`src/rtl/flt_pkg.sv`:
```
package flt_pkg;
    localparam int STAT_W = 8;

    // Bit positions of the status byte; the host and the pin logic decode these.
    localparam int B_RST  = 7;
    localparam int B_SUP  = 6;
    localparam int B_REF  = 5;
    localparam int B_ONE  = 4;
    localparam int B_CRC  = 3;
    localparam int B_MEM  = 2;
    localparam int B_WR   = 1;
    localparam int B_DRDY = 0;

    typedef struct packed {
        logic rst_seen_n;
        logic sup_ok_n;
        logic ref_ok_n;
        logic crc_ok_n;
        logic mem_ok_n;
        logic wr_ok_n;
        logic pwdn_prev;
    } flt_flags_t;
endpackage

```
`src/rtl/flt_addr_dec.sv`:
```
module flt_addr_dec #(
    parameter int ADDR_W    = 8,
    parameter int LAST_ADDR = 15,
    parameter int STAT_ADDR = 2,
    parameter int SPAN_LO   = 5,
    parameter int CRC_ADDR  = 15
) (
    input  logic [ADDR_W-1:0] addr_i,
    output logic              valid_o,
    output logic              is_stat_o,
    output logic              is_crc_o,
    output logic              in_span_o
);
    localparam logic [ADDR_W-1:0] LAST_A = ADDR_W'(LAST_ADDR);
    localparam logic [ADDR_W-1:0] STAT_A = ADDR_W'(STAT_ADDR);
    localparam logic [ADDR_W-1:0] LO_A   = ADDR_W'(SPAN_LO);
    localparam logic [ADDR_W-1:0] CRC_A  = ADDR_W'(CRC_ADDR);

    always_comb begin
        valid_o   = (addr_i <= LAST_A);
        is_stat_o = (addr_i == STAT_A);
        is_crc_o  = (addr_i == CRC_A);
        in_span_o = (addr_i >= LO_A) && (addr_i <= CRC_A);
    end
endmodule

```
`src/rtl/flt_crc_cmp.sv`:
```
module flt_crc_cmp #(
    parameter int CRC_W = 8
) (
    input  logic             clk,
    input  logic             rst_n,
    input  logic             trig_i,
    input  logic             en_i,
    input  logic [CRC_W-1:0] host_i,
    input  logic [CRC_W-1:0] calc_i,
    output logic             mismatch_o
);
    logic pend_d, pend_q;

    always_comb begin
        pend_d     = trig_i;
        mismatch_o = pend_q && en_i && (host_i != calc_i);
    end

    always_ff @(posedge clk or negedge rst_n) begin
        if (!rst_n) pend_q <= 1'b0;
        else        pend_q <= pend_d;
    end

    // a verdict only ever follows a write into the protected span by one cycle
    a_r8_verdict_after_write: assert property (@(posedge clk) disable iff (!rst_n)
        mismatch_o |-> $past(trig_i));
endmodule

```
`src/rtl/flt_stat_bank.sv`:
```
module flt_stat_bank
    import flt_pkg::*;
#(
    parameter int ADDR_W    = 8,
    parameter int DATA_W    = 8,
    parameter int LAST_ADDR = 15,
    parameter int STAT_ADDR = 2,
    parameter int SPAN_LO   = 5,
    parameter int CRC_ADDR  = 15
) (
    input  logic              clk,
    input  logic              rst_n,
    input  logic              wr_en_i,
    input  logic [ADDR_W-1:0] wr_addr_i,
    input  logic [DATA_W-1:0] wr_data_i,
    input  logic              drdy_i,
    input  logic              pwdn_i,
    input  logic              ref_mon_en_i,
    input  logic              ev_supply_uv_i,
    input  logic              ev_ref_uv_i,
    input  logic              ev_mem_fault_i,
    input  logic              crc_chk_en_i,
    input  logic [DATA_W-1:0] crc_calc_i,
    output logic [7:0]        status_o,
    output logic              fault_n_o
);
    localparam flt_flags_t FLAGS_RST = '{rst_seen_n: 1'b0, sup_ok_n: 1'b0, ref_ok_n: 1'b1,
                                         crc_ok_n: 1'b1, mem_ok_n: 1'b1, wr_ok_n: 1'b1,
                                         pwdn_prev: 1'b0};

    logic addr_ok, addr_stat, addr_crc, addr_span, crc_bad;
    flt_flags_t fl_d, fl_q;
    logic [DATA_W-1:0] host_crc_d, host_crc_q;

    flt_addr_dec #(
        .ADDR_W(ADDR_W), .LAST_ADDR(LAST_ADDR), .STAT_ADDR(STAT_ADDR),
        .SPAN_LO(SPAN_LO), .CRC_ADDR(CRC_ADDR)
    ) u_dec (
        .addr_i(wr_addr_i), .valid_o(addr_ok), .is_stat_o(addr_stat),
        .is_crc_o(addr_crc), .in_span_o(addr_span)
    );

    flt_crc_cmp #(.CRC_W(DATA_W)) u_crc (
        .clk(clk), .rst_n(rst_n), .trig_i(wr_en_i && addr_span),
        .en_i(crc_chk_en_i), .host_i(host_crc_q), .calc_i(crc_calc_i),
        .mismatch_o(crc_bad)
    );

    always_comb begin
        fl_d       = fl_q;
        host_crc_d = host_crc_q;
        fl_d.pwdn_prev = pwdn_i;

        // host side: write-1 restores, write re-evaluates address validity
        if (wr_en_i) begin
            fl_d.wr_ok_n = addr_ok;
            if (addr_stat) begin
                if (wr_data_i[B_RST]) fl_d.rst_seen_n = 1'b1;
                if (wr_data_i[B_SUP]) fl_d.sup_ok_n   = 1'b1;
                if (wr_data_i[B_REF]) fl_d.ref_ok_n   = 1'b1;
                if (wr_data_i[B_CRC]) fl_d.crc_ok_n   = 1'b1;
            end
            if (addr_crc) host_crc_d = wr_data_i;
        end

        // hardware events come last so they win against a clear
        if (ev_supply_uv_i || (pwdn_i && !fl_q.pwdn_prev)) fl_d.sup_ok_n = 1'b0;
        if (ev_ref_uv_i && ref_mon_en_i)                   fl_d.ref_ok_n = 1'b0;
        if (crc_bad)                                       fl_d.crc_ok_n = 1'b0;
        if (ev_mem_fault_i)                                fl_d.mem_ok_n = 1'b0;
    end

    always_ff @(posedge clk or negedge rst_n) begin
        if (!rst_n) begin
            fl_q       <= FLAGS_RST;
            host_crc_q <= '0;
        end else begin
            fl_q       <= fl_d;
            host_crc_q <= host_crc_d;
        end
    end

    always_comb begin
        status_o         = '0;
        status_o[B_RST]  = fl_q.rst_seen_n;
        status_o[B_SUP]  = fl_q.sup_ok_n;
        status_o[B_REF]  = fl_q.ref_ok_n;
        status_o[B_ONE]  = 1'b1;
        status_o[B_CRC]  = fl_q.crc_ok_n;
        status_o[B_MEM]  = fl_q.mem_ok_n;
        status_o[B_WR]   = fl_q.wr_ok_n;
        status_o[B_DRDY] = drdy_i;
        fault_n_o = fl_q.sup_ok_n & fl_q.ref_ok_n & fl_q.crc_ok_n & fl_q.mem_ok_n;
    end

    // constant-one bit at position 4
    a_r2_fixed_bit: assert property (@(posedge clk) disable iff (!rst_n)
        status_o[B_ONE]);
    // reference flag may only fall while monitoring was enabled
    a_r3_ref_gated: assert property (@(posedge clk) disable iff (!rst_n)
        $fell(status_o[B_REF]) |-> $past(ref_mon_en_i));
    // entering power-down marks the supply flag
    a_r4_pwdn_entry: assert property (@(posedge clk) disable iff (!rst_n)
        $rose(pwdn_i) |=> !status_o[B_SUP]);
    // write outside the map shows in bit 1 next cycle
    a_r6_bad_addr: assert property (@(posedge clk) disable iff (!rst_n)
        (wr_en_i && (wr_addr_i > ADDR_W'(LAST_ADDR))) |=> !status_o[B_WR]);
    // pin low whenever a monitored flag is low
    a_r7_pin_low: assert property (@(posedge clk) disable iff (!rst_n)
        (!status_o[B_SUP] || !status_o[B_REF] || !status_o[B_CRC] || !status_o[B_MEM])
        |-> !fault_n_o);
    // event beats a simultaneous clear
    a_r9_event_wins: assert property (@(posedge clk) disable iff (!rst_n)
        ev_supply_uv_i |=> !status_o[B_SUP]);
    // memory flag is sticky
    a_r10_mem_sticky: assert property (@(posedge clk) disable iff (!rst_n)
        !status_o[B_MEM] |=> !status_o[B_MEM]);
endmodule

```
`config.mk`:
```
export PLATFORM = sky130hd
export DESIGN_NAME = flt_stat_bank
export DESIGN_NICKNAME = d
export VERILOG_FILES = /design/src/rtl/flt_pkg.sv /design/src/rtl/flt_addr_dec.sv /design/src/rtl/flt_crc_cmp.sv /design/src/rtl/flt_stat_bank.sv
export SDC_FILE = /design/constraint.sdc
export NUM_CORES = 1
export LEC_CHECK = 0
export ABC_AREA = 1
export BUFFER_PORTS_ARGS = -buffer_cell sky130_fd_sc_hd__buf_2
export CAP_MARGIN = 25
export CELL_PAD_IN_SITES_DETAIL_PLACEMENT = 0
export CELL_PAD_IN_SITES_GLOBAL_PLACEMENT = 1
export CORE_MARGIN = 2
export CORE_UTILIZATION = 33
export CTS_BUF_LIST = sky130_fd_sc_hd__clkbuf_8
export DETAILED_ROUTE_END_ITERATION = 10
export GPL_TIMING_DRIVEN = 0
export MAX_ROUTING_LAYER = met4
export PLACE_DENSITY_LB_ADDON = 0.08
export SLEW_MARGIN = 30
export SYNTH_ARGS = -nofsm -noshare
export SYNTH_HDL_FRONTEND = slang
export SYNTH_SLANG_ARGS = --single-unit
```
`constraint.sdc`:
```
create_clock -name clk -period 1.2 [get_ports clk]
set_clock_uncertainty 0.05 [all_clocks]
set_input_delay 0.18 -clock clk [delete_from_list [all_inputs] [get_ports clk]]
set_output_delay 0.18 -clock clk [all_outputs]
set_load 0.05 [all_outputs]
```
# Word level (Yosys, flattened, before mapping)
# Index checks and enable logic that the tools add are counted.
[word_totals] reg_bits=16 out_inout_bits=9 in_bits=34
[classes] n_reduce_logical=22 n_eq_ne=3 muxes=8 n_lt_le_gt_ge=2 n_bitwise=3
[ops] op="2-bit nonzero test" count=9
[ops] op="3-bit AND reduction" count=4
[ops] op="8-bit by 2-bit == test with 1-bit output (second input constant)" count=1
[ops] op="8-bit by 4-bit == test with 1-bit output (second input constant)" count=1
[ops] op="8-bit by 3-bit greater-or-equal comparator with 1-bit output (second input constant)" count=1
[ops] op="8-bit by 4-bit <= comparator with 1-bit output (second input constant)" count=1
[ops] op="8-bit != test" count=1
[ops] op="1-bit logical AND" count=6
[ops] op="1-bit two-way mux" count=6
[ops] op="3-bit two-way mux" count=2
[ops] op="1-bit AND" count=3
[ops] op="2-bit AND reduction" count=1
[ops] op="1-bit zero test" count=1
[ops] op="1-bit logical OR" count=1

# Depth between registers and ports, before layout
# Gate-level depths: netlist of run 1.
[depth] ltp_word=5 ltp_mapped=7

# By module
# A second synthesis of run 1 with hierarchy kept.
[unflattened] hier_cells=143 area_unflattened_um2=953.4
[modules_own_cells] mod="flt_stat_bank" instances=1 seq_area_each_um2=380.4 area_per_inst_um2=671.9 cells_each=77
[modules_own_cells] mod="flt_crc_cmp" instances=1 seq_area_each_um2=25.0 area_per_inst_um2=201.4 cells_each=48
[modules_own_cells] mod="flt_addr_dec" instances=1 seq_area_each_um2=0.0 area_per_inst_um2=80.1 cells_each=18

# Worst setup path after synthesis of run 1
# Ideal clock, no wire load.
[synth_path] path_kind="register to output" startpoint="register fl_q, in the netlist status_o[3]" endpoint="output port fault_n_o" path_stages_with_launch=3 required_ns=0.970 n_path_buf=0 arrival_time_ns=1.238 slack_ns=-0.268 cell_sequence="dfstp_2 > nand3_1 > nor2_1"
[synth_via] elab_chain_cells=2
[synth_rtl] item="start: declaration" line="flt_stat_bank.sv:32" source="flt_flags_t fl_d, fl_q;"
[synth_rtl] item="start signal: assignment" line="flt_stat_bank.sv:78" source="fl_q <= fl_d;"
[synth_rtl] item="1-bit AND (2 in series)" line="flt_stat_bank.sv:93" source="fault_n_o = fl_q.sup_ok_n & fl_q.ref_ok_n & fl_q.crc_ok_n & fl_q.mem_ok_n;"
[synth_rtl] item="end: declaration" line="flt_stat_bank.sv:25" source="output logic fault_n_o"
# No other way between the ends.

# Worst setup path after layout of run 1
[layout_path] startpoint="register fl_q, in the netlist status_o[5]" endpoint="output port fault_n_o"
[layout_via] elab_chain_cells=3
[layout_rtl] item="1-bit AND (3 in series)" line="flt_stat_bank.sv:93"
# No other way between the ends.

==> results of run 1 <==
## cell usage in the layout (no fill, tap or decap)
master / Yosys / final
buf_2: 0 / 33
nand2_1: 27 / 27
inv_1: 24 / 25
dfrtp_1: 12 / 12
nor2_1: 12 / 11
o21ai_2: 8 / 8
buf_6: 1 / 6
buf_4: 8 / 6
nand3_1: 5 / 4
xnor2_1: 4 / 4
buf_8: 0 / 4
dfstp_2: 4 / 4
a21oi_1: 3 / 3
clkbuf_8: 0 / 3
dlygate4sd3_1: 0 / 3
nand2_2: 2 / 2
nand4_1: 1 / 1
or2_1: 1 / 1
buf_12: 1 / 1
a31o_2: 1 / 1
o21bai_1: 1 / 1
a21boi_1: 1 / 1
o21ai_0: 1 / 1
nand3_2: 0 / 1
nor2_4: 0 / 1
conb_1: 1 / 1
## repair_timing
| action | in CTS | in global routing |
|---|---|---|
| resized for setup | 18 | 4 |
| setup buffers | 1 | 0 |
| hold buffers | 3 | 0 |
| endpoints found under the hold margin | 14 | 0 |
| endpoints found under the setup margin | 6 | 6 |
| pin swaps | 1 | 0 |
## worst max path at each step
stage / to / slack (ns) / depth (start not counted)
after global routing: fault_n_o / -0.21 / 3
final: fault_n_o / -0.19 / 3
after detailed placement: host_crc_q[7] / -0.10 / 8
after global placement: host_crc_q[7] / -0.09 / 8
after floorplan: fault_n_o / 0.06 / 2
after CTS: fault_n_o / -0.18 / 3
## cell type report
class,count,area (µm²),area share (%)
Sequential cell,16,405,30.5
Tap cell,31,38.8,2.92
Inverter,24,90.1,6.78
Multi-Input combinational cell,68,362,27.2
Timing Repair Buffer,44,293,22.0
Clock buffer,3,41.3,3.11
Buffer,9,95.1,7.16
Clock inverter,1,3.75,0.282
## registers in the layout (all words and copies together), names as in the netlist
| name | count |
|---|---|
| u_crc.pend_q | 1 |
| status_o | 6 |
| host_crc_q | 8 |
| fl_q | 1 |
## where the power goes
| part | switching, W | total, W | internal, W | leakage (nW) |
|---|---|---|---|---|
| clock network | 0.000189 | 0.000416 | 0.000227 | 0.0269 |
| logic | 0.000108 | 0.000210 | 0.000102 | 0.476 |
| registers | 0.0000137 | 0.000575 | 0.000562 | 0.205 |
| total | 0.000311 | 0.00120 | 0.000890 | 0.708 |
## cells by family (layout without fill, tap and decap cells)
kind of cell	after synthesis	count (layout)
other cells	1	1
compound gates	15	15
simple gates	48	48
flops	16	16
buf+inv	34	81
xor+xnor	4	4
## metal layers
metal  wire [µm]  vias up  share of wire [%]  GRT usage [%]
li1            -      440                  -              -
met1         773      371                 41           15.9
met2         962       25                 52           22.0
met3         115        2                6.2           2.04
met4          14        0               0.75           6.98
met5           0        -                  0              -
## per-stage QoR
step | total power (W) | hold WS (ns) | TNS, ns | setup slack (ns) | util, %
detailed placement | 0.000780 | 0.0724 | -0.579 | -0.103 | 43.2
finish | 0.00120 | 0.109 | -0.368 | -0.188 | 48.6
CTS | 0.00122 | 0.107 | -0.376 | -0.180 | 48.2
global route | 0.00127 | 0.115 | -0.488 | -0.215 | 48.6
global placement | 0.000776 | 0.0704 | -0.516 | -0.0936 | 43.2
floorplan | 0.000692 | -0.166 | 0 | 0.0647 | -
## worst register-to-register path, delay by kind of cell (launching register included)
kind / cells / cell delay, ns
AO/OA/AOI/OAI: 1 / 0.12
buffers and inverters: 1 / 0.05
flip-flops: 1 / 0.39
AND/OR/NAND/NOR: 5 / 0.33
==> results.json, run 1 <==
{
  "syn_avg_cell_area_um2": 7.93,
  "dr.pass1.iters": 4,
  "async_reset_ff_share_pct": 100,
  "grt_start_max_net_pins": 17,
  "clockBufferDepth": 2,
  "drt-vias-per-instance": 4.28,
  "min_period_over_period_pct": 116,
  "cap_violations": 0,
  "rows": 19,
  "cts_buffers": 3,
  "synthAdderAreaFrac_pct": 0,
  "violations": "negative setup slack",
  "setup_viol": 4,
  "syn_nets": 152,
  "cp_num_buf_inv": 1,
  "clock-sinks": 16,
  "ys_ff_latch": 16,
  "yosysMostFrequentCell": "nand2_1",
  "synth-xor-area-share_pct": 3.74,
  "grt_pass1_vias": 774,
  "crit_family": "flip-flops",
  "synth_ff_type": "dfrtp_1",
  "critPathKind": "reg -> out",
  "cp_slowest_cell": "dfstp_2",
  "slowest_delay_ns": 0.57,
  "hold_viol_final": 0,
  "io_buffers": 40,
  "fin_nets": 200,
  "drive_gt1_share_pct": 42.4,
  "clkLatencyLatePin_ns": 0.25,
  "drc": 0,
  "hold_start": "crc_chk_en_i",
  "cts_root_buffer": "clkbuf_8",
  "fin_crit_ns": 1.39,
  "status": "finished with violations",
  "crit_fanout": 3,
  "r2r-start": "host_crc_q[1]",
  "netlist_area_um2": 936,
  "startpoint": "status_o[5]",
  "crit_path_cell_trace": "nand3_2 -> nor2_4 -> buf_6",
  "ys_top_cells_by_area": "dfrtp_1 (32%), dfstp_2 (11%), nand2_1 (11%), inv_1 (9.6%), o21ai_2 (7.5%)",
  "placed_cells": 189,
  "synth_top_area_share_pct": 32.1,
  "die_h_um": 57.3,
  "grt_pass1_wl_mm": 3.27,
  "max_freq_mhz": 720,
  "stdcell_area_mm2": 0.00133,
  "stdcell_count": 196,
  "min_path_cells": 4,
  "rsz0062_at_grt": "true",
  "synth_mux_area_share_pct": 0,
  "min_path_type": "in -> reg",
  "h-tree-depth": 1,
  "synth_compound_area_share_pct": 12.2,
  "worstSetupEndpointType": "primary output",
  "drt_wl_total_mm": 1.87,
  "reg2regPathDepth": 7,
  "power_density_mw_per_mm2": 904,
  "wl_per_cell_um": 9.52,
  "place_area_mm2": 0.00118,
  "drtAntennaViolNets": 0,
  "initial_core_util_pct": 34.2,
  "dr_total_vias": 838,
  "synth_top_family_by_area": "simple AND/OR/NAND/NOR gates",
  "post-route-worst-setup-slack_ns": -0.188,
  "drv_slew": 0,
  "io_pins": 43,
  "antenna_found_initial": 0,
  "clk_pin_slew_ns": 0.06,
  "synth_top_area_cell": "dfrtp_1",
  "antenna_cells": 0,
  "seq_area_frac_synth_pct": 43.3,
  "gp_congestion": 0.695,
  "synth_warnings": 0,
  "synth_cell_types": 20,
  "p_leak_nw": 0.708,
  "dieArea_mm2": 0.00328,
  "critPathArrivalTime_ns": 1.16,
  "synthSimpleGateAreaFrac_pct": 21.0,
  "min_to": "status_o[3]",
  "synth_commonest_cells": "nand2_1 (27), inv_1 (24), dfrtp_1 (12), nor2_1 (12)",
  "r2r-end": "status_o[3]",
  "dieWidth_um": 57.3,
  "r2r_slack_ns": 0.19,
  "synth_cells": 118,
  "cts_tree": "yes",
  "grt-ovfl-total": 0,
  "fill_cells": 273,
  "drt_iter0_markers": 19,
  "critPathLaunchType": "flip-flop",
  "hpwl_mm": 1.39,
  "cp.required_ns": 0.97,
  "peakVddDrop_mv": 0.575,
  "syn2layout_area_growth_pct": 42.0,
  "synth-edff-count": 0,
  "grt_usage_pct": 13.4,
  "core-area_mm2": 0.00273
}
No activity file was read; power rests on OpenSTA's default activity.
==> run 2: changes to the inputs <==
--- a/config.mk
+++ b/config.mk
@@ -8,10 +8,10 @@
 export ABC_AREA = 1
 export BUFFER_PORTS_ARGS = -buffer_cell sky130_fd_sc_hd__buf_2
 export CAP_MARGIN = 25
-export CELL_PAD_IN_SITES_DETAIL_PLACEMENT = 0
-export CELL_PAD_IN_SITES_GLOBAL_PLACEMENT = 1
+export CELL_PAD_IN_SITES_DETAIL_PLACEMENT = 1
+export CELL_PAD_IN_SITES_GLOBAL_PLACEMENT = 2
 export CORE_MARGIN = 2
-export CORE_UTILIZATION = 33
+export CORE_UTILIZATION = 23
 export CTS_BUF_LIST = sky130_fd_sc_hd__clkbuf_8
 export DETAILED_ROUTE_END_ITERATION = 10
 export GPL_TIMING_DRIVEN = 0
==> constraint.sdc (replaced) <==
create_clock -name clk -period 1.1 [get_ports clk]
set_clock_uncertainty 0.05 [all_clocks]
set_input_delay 0.165 -clock clk [delete_from_list [all_inputs] [get_ports clk]]
set_output_delay 0.165 -clock clk [all_outputs]
set_load 0.05 [all_outputs]
==> run 2 against run 1 <==
The flow still finishes with violations (negative setup slack). Register-to-register slack lost 0.11 ns. Cell area grew 2.6%. Count of clock-buffer cells in the layout grew 1. Critical path type unchanged.
==> results.json, run 2 (synthesis results as in run 1) <==
{
  "stdcell_count": 213,
  "cts_tree": "yes",
  "reg2regPathDepth": 5,
  "worstSetupEndpointType": "primary output",
  "pre_cts_slack_ns": -0.185,
  "hpwl_mm": 1.79,
  "whs_ns": 0.100,
  "r2r-start": "host_crc_q[4]",
  "clock-sinks": 16,
  "cts_setup_buffers": 0,
  "cp.required_ns": 0.88,
  "setup_viol": 6,
  "power_density_mw_per_mm2": 1010,
  "die_h_um": 67.8,
  "slowest_delay_ns": 0.55,
  "grt_pass1_wl_mm": 3.63,
  "cts_buffers": 3,
  "layout_common_cells": "buf_2 (33), nand2_1 (27), inv_1 (24), dfrtp_1 (12), nor2_1 (9)",
  "clockBufferDepth": 2,
  "drt-vias-per-instance": 3.96,
  "cp-endpoint": "fault_n_o",
  "largest_reg_flops": 8,
  "antenna_found_initial": 0,
  "grt_start_max_net_pins": 17,
  "rows": 23,
  "drv_slew": 0,
  "final_common_cell": "buf_2",
  "rsz0062_at_grt": "true",
  "hold_viol_final": 0,
  "cp_num_buf_inv": 1,
  "critPathKind": "reg -> out",
  "critPathLaunchType": "flip-flop",
  "grt_usage_pct": 11.0,
  "clkLatencyLatePin_ns": 0.25,
  "violations": "negative setup slack",
  "drtAntennaViolNets": 0,
  "cp.depth": 3,
  "drc": 0,
  "grt_pass1_vias": 895,
  "antenna_cells": 0,
  "dieArea_mm2": 0.00460,
  "crit_path_cell_trace": "nand3_2 -> nor2_4 -> buf_6",
  "drt_iter0_markers": 21,
  "dr.pass1.iters": 4,
  "min_period_over_period_pct": 123,
  "stdcell_area_mm2": 0.00136,
  "max_freq_mhz": 741,
  "place_area_mm2": 0.00121,
  "io_buffers": 40,
  "status": "finished with violations",
  "post-route-worst-setup-slack_ns": -0.250,
  "min_path_cells": 4,
  "regMostFlops": "host_crc_q",
  "crit_fanout": 3,
  "placed_cells": 208,
  "fin_crit_ns": 1.35,
  "r2r-end": "status_o[3]",
  "drt_wl_total_mm": 2.22,
  "critPathArrivalTime_ns": 1.13,
  "dieWidth_um": 67.8,
  "wl_per_cell_um": 10.4,
  "startpoint": "status_o[5]",
  "io_pins": 43,
  "gp_congestion": 0.650,
  "peakVddDrop_mv": 0.368,
  "core-area_mm2": 0.00397,
  "min_path_type": "in -> reg",
  "grt-ovfl-total": 0,
  "p_leak_nw": 0.703,
  "clk_pin_slew_ns": 0.06,
  "cap_violations": 0,
  "drive_gt1_share_pct": 44.8,
  "cp_slowest_cell": "dfstp_2",
  "syn2layout_area_growth_pct": 45.7,
  "dr_total_vias": 843,
  "crit_family": "flip-flops",
  "h-tree-depth": 1,
  "initial_core_util_pct": 23.6,
  "r2r_slack_ns": 0.08,
  "cts_root_buffer": "clkbuf_8",
  "fin_nets": 198
}
[run 2: cell count changes in the layout (fill, tap and decap cells not counted), sizes merged]
| cell | before | now |
|---|---|---|
| clkbuf | 3 | 4 |
| buf | 50 | 48 |
| inv | 25 | 24 |
[run 2: cell type report]
class | count | area, µm²
tap | 50 | 62.6
buffer | 8 | 80.1
fill | 515 | 2610
clock buffer | 4 | 55.1
timing repair buffer | 43 | 293
inverter | 24 | 90.1
sequential | 16 | 405
multi-input combinational | 68 | 378
[run 2: worst min-delay path by stage]
stage                  endpoint          from
detailed placement  status_o[7]         rst_n
floorplan               fl_q[0]         rst_n
global placement    status_o[7]         rst_n
CTS                 status_o[3]  crc_chk_en_i
finish              status_o[3]  crc_chk_en_i
global route        status_o[5]  wr_data_i[5]
[run 2: metal layers]
| metal | vias up | wire [µm] | GRT usage [%] |
|---|---|---|---|
| li1 | 433 | - | - |
| met1 | 387 | 859 | 11.2 |
| met2 | 21 | 1230 | 20.6 |
| met3 | 2 | 113 | 1.83 |
| met4 | 0 | 14 | 4.50 |
| met5 | - | 0 | - |
[run 2: through the flow]
stage | TNS, ns | utilization [%] | power [W]
finish | -0.787 | 34.3 | 0.00138
global route | -1.06 | 34.3 | 0.00146
global placement | -1.52 | 30.4 | 0.000850
CTS | -0.889 | 34.0 | 0.00142
detailed placement | -1.48 | 30.4 | 0.000859
floorplan | -0.0203 | - | 0.000756
[run 2: tightest hold or removal path, cell delays in order]
cell and delay, ns:
buf_2 0.08, nand2_1 0.04, inv_1 0.06, a21oi_2 0.05
[run 2: timing repair]
action	4_1_cts	5_1_grt
hold buffers	3	0
hold endpoints to repair	14	0
pin swaps	1	1
resized for setup	21	3
setup endpoints to repair	7	7
[run 2: report_power, final]
| group | total, W | internal [W] | switching, W | leakage (nW) |
|---|---|---|---|---|
| Sequential | 0.000629 | 0.000613 | 0.0000164 | 0.205 |
| Combinational | 0.000235 | 0.000112 | 0.000123 | 0.470 |
| Clock | 0.000517 | 0.000317 | 0.000200 | 0.0288 |
==> run 3: changes to the inputs <==
--- a/config.mk
+++ b/config.mk
@@ -5,14 +5,14 @@
 export SDC_FILE = /design/constraint.sdc
 export NUM_CORES = 1
 export LEC_CHECK = 0
-export ABC_AREA = 1
 export BUFFER_PORTS_ARGS = -buffer_cell sky130_fd_sc_hd__buf_2
 export CAP_MARGIN = 25
 export CELL_PAD_IN_SITES_DETAIL_PLACEMENT = 1
 export CELL_PAD_IN_SITES_GLOBAL_PLACEMENT = 2
 export CORE_MARGIN = 2
-export CORE_UTILIZATION = 23
+export CORE_UTILIZATION = 25
 export CTS_BUF_LIST = sky130_fd_sc_hd__clkbuf_8
+export CTS_CLUSTER_SIZE = 8
 export DETAILED_ROUTE_END_ITERATION = 10
 export GPL_TIMING_DRIVEN = 0
 export MAX_ROUTING_LAYER = met4
==> run 3 against run 2 <==
The flow still finishes with violations (negative setup slack). Count of clock-buffer cells in the layout is the same. Die area shrank 17%. Sequential cell count is the same. First-iteration DRC count shrank 71%. Combinational power shrank 6%. Fmax shrank 1.8%. Sequential share of layout area grew 1.3 points. Via count shrank 23%. Worst hold slack lost 0.082 ns. Critical path depth shrank 1. Sequential power is essentially flat. Critical endpoint unchanged. Largest power group unchanged.
==> results.json, run 3 <==
{
  "critPathKind": "reg -> out",
  "clockBufferDepth": 2,
  "worstSetupEndpointType": "primary output",
  "hpwl_mm": 1.45,
  "async_reset_ff_share_pct": 100,
  "drtAntennaViolNets": 0,
  "wl_per_cell_um": 11.8,
  "hold_viol_final": 0,
  "grt-ovfl-total": 0,
  "reg2regPathDepth": 4,
  "p_leak_nw": 0.666,
  "pwr-share-seq_pct": 46.0,
  "power_density_mw_per_mm2": 1050,
  "cts_tree": "yes",
  "yosysMostFrequentCell": "dfrtp_1",
  "hold_start": "ev_supply_uv_i",
  "syn_nets": 100,
  "stdcell_area_mm2": 0.00131,
  "r2r-start": "host_crc_q[2]",
  "rsz0062_at_grt": "true",
  "cts_buffers": 3,
  "r2r_slack_ns": -0.07,
  "antenna_found_initial": 0,
  "cp.required_ns": 0.88,
  "dieArea_mm2": 0.00381,
  "io_buffers": 40,
  "synth_top_area_share_pct": 36.1,
  "min_period_over_period_pct": 125,
  "gp_congestion": 0.688,
  "regMostFlops": "host_crc_q",
  "grt_pass1_wl_mm": 2.90,
  "min_to": "status_o[6]",
  "initial_core_util_pct": 26.8,
  "rows": 20,
  "p_int_w": 0.00105,
  "synth_cell_types": 20,
  "fin_nets": 152,
  "drive_gt1_share_pct": 60.7,
  "p_total_w": 0.00137,
  "seq_area_frac_synth_pct": 48.7,
  "core-area_mm2": 0.00310,
  "largest_reg_flops": 8,
  "drt-vias-per-instance": 4.01,
  "pre_cts_slack_ns": -0.432,
  "clk_pin_slew_ns": 0.06,
  "r2r-end": "status_o[3]",
  "drt_wl_total_mm": 1.90,
  "synth_commonest_cells": "dfrtp_1 (12), buf_4 (8), mux2_4 (8), xor2_1 (8), a21oi_1 (5)",
  "final-seq-area_um2": 405,
  "power.switching_w": 0.000315,
  "cts_root_buffer": "clkbuf_8",
  "final_common_cell": "buf_2",
  "peakVddDrop_mv": 0.302,
  "status": "finished with violations",
  "netlist_area_um2": 832,
  "die_h_um": 61.7,
  "h-tree-depth": 1,
  "place_area_mm2": 0.00109,
  "critPathArrivalTime_ns": 1.16,
  "clkLatencyLatePin_ns": 0.24,
  "synth-edff-count": 0,
  "cap_violations": 0,
  "crit_fanout": 3,
  "ys_ff_latch": 16,
  "fin_crit_ns": 1.37,
  "synth_warnings": 0,
  "clockPowerShare_pct": 37.7,
  "dr.pass1.iters": 2,
  "fill_cells": 372,
  "max_freq_mhz": 728,
  "violations": "negative setup slack",
  "post-route-worst-setup-slack_ns": -0.274,
  "grt_start_max_net_pins": 17,
  "swShare_pct": 23.1,
  "drc": 0,
  "drv_slew": 0,
  "synth_top_area_cell": "dfrtp_1",
  "clock-sinks": 16,
  "io_pins": 43,
  "drt_iter0_markers": 6,
  "dieWidth_um": 61.7,
  "setup_viol": 15,
  "p_comb_share_pct": 16.3,
  "critPathLaunchType": "flip-flop",
  "grt_usage_pct": 11.3,
  "synth_cells": 66,
  "grt_pass1_vias": 656,
  "min_path_type": "in -> reg",
  "ys_top_cells_by_area": "dfrtp_1 (36%), mux2_4 (14%), dfstp_2 (13%), xor2_1 (8.4%), buf_4 (7.2%)",
  "syn2layout_area_growth_pct": 57.0,
  "startpoint": "status_o[3]",
  "min_path_cells": 2,
  "synth_ff_type": "dfrtp_1",
  "antenna_cells": 0,
  "syn_avg_cell_area_um2": 12.6,
  "layout_common_cells": "buf_2 (31), dfrtp_1 (12), mux2_4 (8), xor2_1 (8)",
  "dr_total_vias": 645,
  "multi_input_area_um2": 364
}
-- run 3: cell count changes in the layout (fill, tap and decap cells not counted), sizes merged, moves of 3 or more --
| cell | delta |
|---|---|
| inv | -22 |
| mux2 | +8 |
| nand2 | -27 |
| nand3 | -3 |
| nor2 | -11 |
| nor4 | +3 |
| o21ai | -7 |
| xnor2 | -4 |
| xor2 | +8 |
-- run 3: cell type report --
cell class,instances,area share [%]
Sequential cell,16,31.0
Timing Repair Buffer,49,27.8
Tap cell,44,4.21
Clock buffer,4,4.21
Multi-Input combinational cell,40,27.9
Buffer,6,4.31
Inverter,2,0.575
-- run 3: per-layer routing --
layer	up-vias	share of wire [%]	global-route usage, %
li1	319	-	-
met1	302	42	13.1
met2	22	50	17.3
met3	2	6.7	2.90
met4	0	1.4	7.29
met5	-	0	-
-- run 3: logic make-up after synthesis --
| kind of cell | count (synthesis) | share of synthesized area (%) |
|---|---|---|
| buf+inv | 10 | 8.12 |
| simple gates | 14 | 14.0 |
| flops | 16 | 48.7 |
| other cells | 1 | 0.451 |
| compound gates | 9 | 5.87 |
| xor+xnor | 8 | 8.42 |
| mux | 8 | 14.4 |
-- run 3: power groups by stage --
stage                     combinational, W  sequential (W)  clock [W]
after floorplan                  0.0000998        0.000633          0
after global placement            0.000193        0.000636          0
after detailed placement          0.000195        0.000637          0
after CTS                         0.000223        0.000628   0.000538
after global routing              0.000243        0.000630   0.000569
final                             0.000222        0.000628   0.000515
-- run 3: repair_timing --
item | 4_1_cts | 5_1_grt
hold buffers | 4 | 1
setup endpoints to repair | 17 | 16
hold endpoints to repair | 15 | 1
pin swaps | 7 | 3
setup buffers | 3 | 1
resized for setup | 28 | 0
-- run 3: critical path, cell delays in order (launching register included) --
cell and delay [ns]:
dfstp_2 0.56, and4_4 0.22, buf_8 0.14
-- run 3: worst max-delay path by stage --
stage	endpoint	slack (ns)	cells past startpoint
6_report	fault_n_o	-0.27	2
5_1_grt	fault_n_o	-0.31	2
4_1_cts	fault_n_o	-0.29	2
3_5_place_dp	host_crc_q[3]	-0.43	5
3_3_place_gp	host_crc_q[2]	-0.41	5
2_1_floorplan	host_crc_q[0]	-0.19	4
-- run 3: metrics by stage --
step	instances	TNS (ns)	utilization [%]	hold WS (ns)
after floorplan	66	-1.51	-	-0.181
after global placement	150	-4.18	35.1	0.0564
after detailed placement	150	-4.49	35.1	0.0537
after CTS	159	-2.18	41.5	0.00327
after global routing	161	-2.74	42.1	0.0125
final	161	-1.75	42.1	0.0186
